--- config.mk ---
export PLATFORM = sky130hd
export DESIGN_NAME = carveout_alloc
export DESIGN_NICKNAME = d
export VERILOG_FILES = /design/src/rtl/carveout_pkg.sv /design/src/rtl/ca_pool.sv /design/src/rtl/ca_ctrl.sv /design/src/rtl/carveout_alloc.sv
export SDC_FILE = /design/constraint.sdc
export NUM_CORES = 1
export LEC_CHECK = 0
export ABC_AREA = 1
export BUFFER_PORTS_ARGS = -buffer_cell sky130_fd_sc_hd__buf_2
export CORE_UTILIZATION = 55
export DETAILED_ROUTE_END_ITERATION = 6
export GPL_TIMING_DRIVEN = 0
export PLACE_DENSITY = 0.76
export SLEW_MARGIN = 20
export SYNTH_ARGS = -nofsm -noshare
export SYNTH_HDL_FRONTEND = slang
export SYNTH_HIERARCHICAL = 1
export SYNTH_SLANG_ARGS = --single-unit
--- constraint.sdc ---
create_clock -name clk -period 3.4 [get_ports clk]
set_input_delay 0.34 -clock clk [delete_from_list [all_inputs] [get_ports clk]]
set_output_delay 0.34 -clock clk [all_outputs]
set_load 0.02 [all_outputs]
--- src/rtl/carveout_pkg.sv ---
package carveout_pkg;
  localparam int BLOCK_BYTES = 2048;
  localparam int FIELD_W     = 16;
  localparam int WORD_W      = 2 * FIELD_W;
  localparam int SIZE_W      = FIELD_W + 1;
  localparam int OFF_W       = $clog2(BLOCK_BYTES);
  localparam int MAX_BLOCKS  = (1 << FIELD_W) / BLOCK_BYTES;
  localparam int IDX_W       = $clog2(MAX_BLOCKS);
  localparam int RAW_W       = SIZE_W - OFF_W;
  localparam int NPOOLS      = 2;

  typedef struct packed {
    logic doAlloc;
    logic doFree;
    logic poolRx;
    logic doLoad;
  } ctrlStrobe_t;
endpackage

--- src/rtl/ca_pool.sv ---
module ca_pool
  import carveout_pkg::*;
(
  input  logic               clk,
  input  logic               rst_n,
  input  logic               sel,
  input  ctrlStrobe_t        strobe,
  input  logic [SIZE_W-1:0]  sizeIn,
  input  logic [FIELD_W-1:0] freeBase,
  output logic               grantOk,
  output logic [IDX_W-1:0]   grantIdx,
  output logic               freeInRange,
  output logic               freeWasSet
);
  logic [SIZE_W-1:0]     sizeQ;
  logic [MAX_BLOCKS-1:0] mapQ;
  logic [MAX_BLOCKS-1:0] availMask;
  logic [MAX_BLOCKS-1:0] openMask;
  logic [RAW_W-1:0]      rawCnt;
  logic [IDX_W-1:0]      freeIdx;

  assign rawCnt = sizeQ[SIZE_W-1:OFF_W];

  // slice i is usable when i < size/2048; the bitmap width caps the count
  for (genvar i = 0; i < MAX_BLOCKS; i++) begin : g_avail
    assign availMask[i] = rawCnt > RAW_W'(i);
  end

  assign openMask = availMask & ~mapQ;
  assign grantOk  = |openMask;

  always_comb begin
    grantIdx = '0;
    for (int i = MAX_BLOCKS - 1; i >= 0; i--) begin
      if (openMask[i]) grantIdx = IDX_W'(i);
    end
  end

  assign freeIdx     = freeBase[FIELD_W-1:OFF_W];
  assign freeInRange = {1'b0, freeBase} < sizeQ;
  assign freeWasSet  = mapQ[freeIdx];

  always_ff @(posedge clk or negedge rst_n) begin
    if (!rst_n) begin
      mapQ  <= '0;
      sizeQ <= '0;
    end else begin
      if (sel && strobe.doAlloc && grantOk) mapQ[grantIdx] <= 1'b1;
      if (sel && strobe.doFree && freeInRange && freeWasSet) mapQ[freeIdx] <= 1'b0;
      if (strobe.doLoad && (mapQ == '0)) sizeQ <= sizeIn;
    end
  end
endmodule

--- src/rtl/ca_ctrl.sv ---
module ca_ctrl
  import carveout_pkg::*;
(
  input  logic              clk,
  input  logic              rst_n,
  input  logic              sizeLoad,
  input  logic              reqValid,
  input  logic              reqFree,
  input  logic              reqRx,
  input  logic [WORD_W-1:0] reqWord,
  input  logic              grantOk,
  input  logic [IDX_W-1:0]  grantIdx,
  input  logic              freeInRange,
  input  logic              freeWasSet,
  output logic              reqReady,
  output ctrlStrobe_t       strobe,
  output logic              rspDone,
  output logic              rspErr,
  output logic              rspDblFree,
  output logic [WORD_W-1:0] rspWord
);
  logic accept;

  // a size load wins the cycle; requests wait
  assign reqReady = ~sizeLoad;
  assign accept   = reqValid & reqReady;

  assign strobe.doAlloc = accept & ~reqFree;
  assign strobe.doFree  = accept & reqFree;
  assign strobe.poolRx  = reqRx;
  assign strobe.doLoad  = sizeLoad;

  always_ff @(posedge clk or negedge rst_n) begin
    if (!rst_n) begin
      rspDone    <= 1'b0;
      rspErr     <= 1'b0;
      rspDblFree <= 1'b0;
      rspWord    <= '0;
    end else begin
      rspDone    <= accept;
      rspErr     <= 1'b0;
      rspDblFree <= 1'b0;
      rspWord    <= '0;
      if (strobe.doAlloc) begin
        rspErr <= ~grantOk;
        if (grantOk) rspWord <= {FIELD_W'(BLOCK_BYTES), grantIdx, OFF_W'(0)};
      end else if (strobe.doFree) begin
        rspErr     <= ~freeInRange;
        rspDblFree <= freeInRange & ~freeWasSet;
        rspWord    <= reqWord;
      end
    end
  end
endmodule

--- src/rtl/carveout_alloc.sv ---
module carveout_alloc
  import carveout_pkg::*;
(
  input  logic              clk,
  input  logic              rst_n,
  input  logic              sizeLoad,
  input  logic [16:0]       txSizeIn,
  input  logic [16:0]       rxSizeIn,
  input  logic              reqValid,
  output logic              reqReady,
  input  logic              reqFree,
  input  logic              reqRx,
  input  logic [31:0]       reqWord,
  output logic              rspDone,
  output logic              rspErr,
  output logic              rspDblFree,
  output logic [31:0]       rspWord
);
  ctrlStrobe_t      strobe;
  logic [SIZE_W-1:0] poolSize [NPOOLS];
  logic             pGrantOk [NPOOLS];
  logic [IDX_W-1:0] pGrantIdx [NPOOLS];
  logic             pInRange [NPOOLS];
  logic             pWasSet [NPOOLS];

  assign poolSize[0] = txSizeIn;
  assign poolSize[1] = rxSizeIn;

  for (genvar p = 0; p < NPOOLS; p++) begin : g_pool
    ca_pool u_pool (
      .clk        (clk),
      .rst_n      (rst_n),
      .sel        (strobe.poolRx == 1'(p)),
      .strobe     (strobe),
      .sizeIn     (poolSize[p]),
      .freeBase   (reqWord[FIELD_W-1:0]),
      .grantOk    (pGrantOk[p]),
      .grantIdx   (pGrantIdx[p]),
      .freeInRange(pInRange[p]),
      .freeWasSet (pWasSet[p])
    );
  end

  ca_ctrl u_ctrl (
    .clk        (clk),
    .rst_n      (rst_n),
    .sizeLoad   (sizeLoad),
    .reqValid   (reqValid),
    .reqFree    (reqFree),
    .reqRx      (reqRx),
    .reqWord    (reqWord),
    .grantOk    (pGrantOk[reqRx]),
    .grantIdx   (pGrantIdx[reqRx]),
    .freeInRange(pInRange[reqRx]),
    .freeWasSet (pWasSet[reqRx]),
    .reqReady   (reqReady),
    .strobe     (strobe),
    .rspDone    (rspDone),
    .rspErr     (rspErr),
    .rspDblFree (rspDblFree),
    .rspWord    (rspWord)
  );
endmodule

==> impl_metrics.ini <==
[outcome]
outcome = completed

[synth]
syn_inst = 1204
ys_seq_area_share_pct = 37.2
syn_avg_cell_area_sq_um = 7.44
synth_largest_area_cell = dfrtp_1
synth.top_cell.area_share_pct = 37.2
ys_warn_count = 6
yosys_register_bits = 133
synth_edf_count = 0
synthTopCellsByArea = dfrtp_1 (37%), inv_1 (8.7%), nand2_1 (8.4%)
synthFlopType = dfrtp_1
netlist_area_sq_um = 8960
ys_types = 50
syn-num-nets = 1306
synth_async_sr_flop_share_pct = 100

[cts]
cts-root-buf = clkbuf_16
cts_buffers = 17
clk_latency_ps = 420
clk_pin_slew_ps = 60
ctsLongestPathBuffers = 2
cts_tree = done
cts.htree.levels = 4
cts.sinks = 133

[timing]
fin_tns_setup_ps = 0
tightest_slew_ps = 683
final_hold_viol_count = 0
rsz0062_at_grt = yes
fin_worst_skew_ps = 11.3
max_freq_mhz = 309
finalCriticalPeriod_ps = 3240
maxSlewViolCount = 0
fin_hold_ws_ps = 121
relSlewSlack_pct = 54.1
fin_crit_sh_pct = 95.2
setup_viol_count_final = 0

[power]
ir_drop_v = 0.000454
pwr_density_cell_nw_per_um2 = 351
p_leak_uw = 0.00567

[cells_and_area]
fillers = 1288
postLayoutCoreUtil_pct = 70.7
drive_above_1_share_pct = 27.7
area_growth_pct = 25.4
antennaDiodeCount = 0
finish.net_count = 1473

[drt]
drt_iter0_markers = 1087
post_drt_wl_per_cell_um = 18.1
antenna_left = 0
via_count = 9302
viasPerCell = 5.82
drc = 0
firstDrtPassIters = 7
wirelength_um = 29000

[floorplanning]
die_area_sq_um = 16800
die_x_um = 130
io_pins = 108
start_util_pct = 56.4
core-area_sq_um = 15900
num_rows = 46
die_h_um = 130

[global_route]
grt.overflow.total = 0
antenna_found_initial = 0
grt_pass1_vias = 8500
grt_max_degree = 71
grt_pass1_wl_um = 43700
track_usage_pct = 34.4

[critical_path]
slowest_stage = dfrtp_1
path_class = reg -> reg
end_kind = register
worstPathRequired_ps = 3700
cp-start-kind = register
timing.critical_path.mode_cell = nand2_1
crit_fanout = 7
cp.arrival_ps = 3540
slowest_delay_ps = 340

[placed_design]
hpwl_um = 20400
gp_congestion = 0.976
portBuffers = 104

[run]
maxCapViolCount = 0

[hold_path]
min_path_type = in -> reg
## worst max-delay path: cells and delay by family (launching register included)
family | cells | cell delay (ps)
AND/OR/NAND/NOR | 33 | 1950
buffers and inverters | 4 | 530
flip-flops | 1 | 340
AO/OA/AOI/OAI | 2 | 290
## state kept, by name, indices dropped and copies added, names as in the netlist
register	count
g_pool.u_pool/mapQ	64
g_pool.u_pool/sizeQ	34
u_ctrl/rspWord	32
u_ctrl/rspDblFree	1
u_ctrl/rspDone	1
u_ctrl/rspErr	1
## power breakdown
| part | switching (uW) | internal [uW] |
|---|---|---|
| sequential | 25.4 | 1620 |
| clock | 730 | 1220 |
| combinational | 233 | 114 |
| total | 988 | 2960 |
## routing by layer
layer | up-vias | GRT usage (%) | share of wire [%]
met3 | 84 | 9.17 | 12
met4 | 0 | 10.1 | 2.6
li1 | 4310 | - | -
met5 | - | 0 | 0
met1 | 4292 | 47.0 | 40
met2 | 616 | 53.5 | 45
## Yosys cell counts, drive strengths merged, types with 3 or more instances
master and number:
o21a 6, a22oi 7, nor4 5, clkbuf 9, inv 221, o21bai 4, ha 30, buf 22
nand3 64, o21ai 57, nand2 210, o22ai 33, nor2 175, a21oi 76, nand4 53, mux2 34
a31oi 6, o211ai 6, nor3 37, nand3b 3, dfrtp 133
## through the flow
stage,cells,total power (uW),setup slack (ps),instance area (sq um)
finish,1599,3940,164,11200
global route,1599,4070,-210,11200
CTS,1558,3940,13.5,10400
detailed placement,1525,2000,-448,9790
global placement,1524,1990,-480,9750
floorplan,1204,1830,551,8960
## cells in the final DEF (no fill, tap or decap), types with 33 or more instances in the layout
cell,synthesis,final
nand4_1,53,53
nor3_1,35,33
buf_2,5,105
nor2_1,154,139
o22ai_1,33,33
o21ai_0,52,48
buf_4,7,37
inv_1,208,204
a21oi_1,58,44
dfrtp_1,133,127
nand2_1,200,197
mux2_2,34,34
## final timing paths
| kind | slack (ps) | start | to | cells after the start |
|---|---|---|---|---|
| max in group asynchronous | 2180 | rst_n | g_pool[1].u_pool/sizeQ[15]$_DFFE_PN0P_ | 3 |
| max reg2reg | 160 | g_pool[1].u_pool/sizeQ[13]$_DFFE_PN0P_ | g_pool[1].u_pool/mapQ[18]$_DFF_PN0_ | 39 |
| max | 160 | g_pool[1].u_pool/sizeQ[13]$_DFFE_PN0P_ | g_pool[1].u_pool/mapQ[18]$_DFF_PN0_ | 39 |
| min | 120 | reqWord[31] | u_ctrl/rspWord[31]$_DFF_PN0_ | 3 |
| min reg2reg | 510 | g_pool[0].u_pool/sizeQ[6]$_DFFE_PN0P_ | g_pool[0].u_pool/sizeQ[6]$_DFFE_PN0P_ | 1 |
| min in group asynchronous | 470 | rst_n | g_pool[0].u_pool/mapQ[4]$_DFF_PN0_ | 2 |
## cell families (layout without fill, tap and decap cells)
logic type	Yosys count	count (layout)	synth area share, %
compound gates	203	203	14.0
fa+ha+maj	30	30	4.19
buf+inv	254	433	12.0
flops	133	133	37.2
mux	34	34	4.27
simple gates	550	550	28.4
## layout make-up
class | instances | area, sq um | area share (%)
multi-input cells | 817 | 4940 | 44.0
clock buffers | 18 | 429 | 3.82
plain buffers | 31 | 272 | 2.42
well taps | 216 | 270 | 2.41
flip-flops and latches | 133 | 3340 | 29.7
clock inverters | 13 | 181 | 1.62
repair buffers | 148 | 948 | 8.45
inverters | 223 | 851 | 7.58
## repair_timing
item | 4_1_cts | 5_1_grt
hold endpoints to repair | 69 | 0
pin swaps | 1 | 24
buffers inserted | 1 | 40
hold buffers | 1 | 0
resized for setup | 4 | 122
gates cloned | 0 | 1
endpoints found under the setup margin | 28 | 65
No activity file was read; power rests on OpenSTA's default activity.
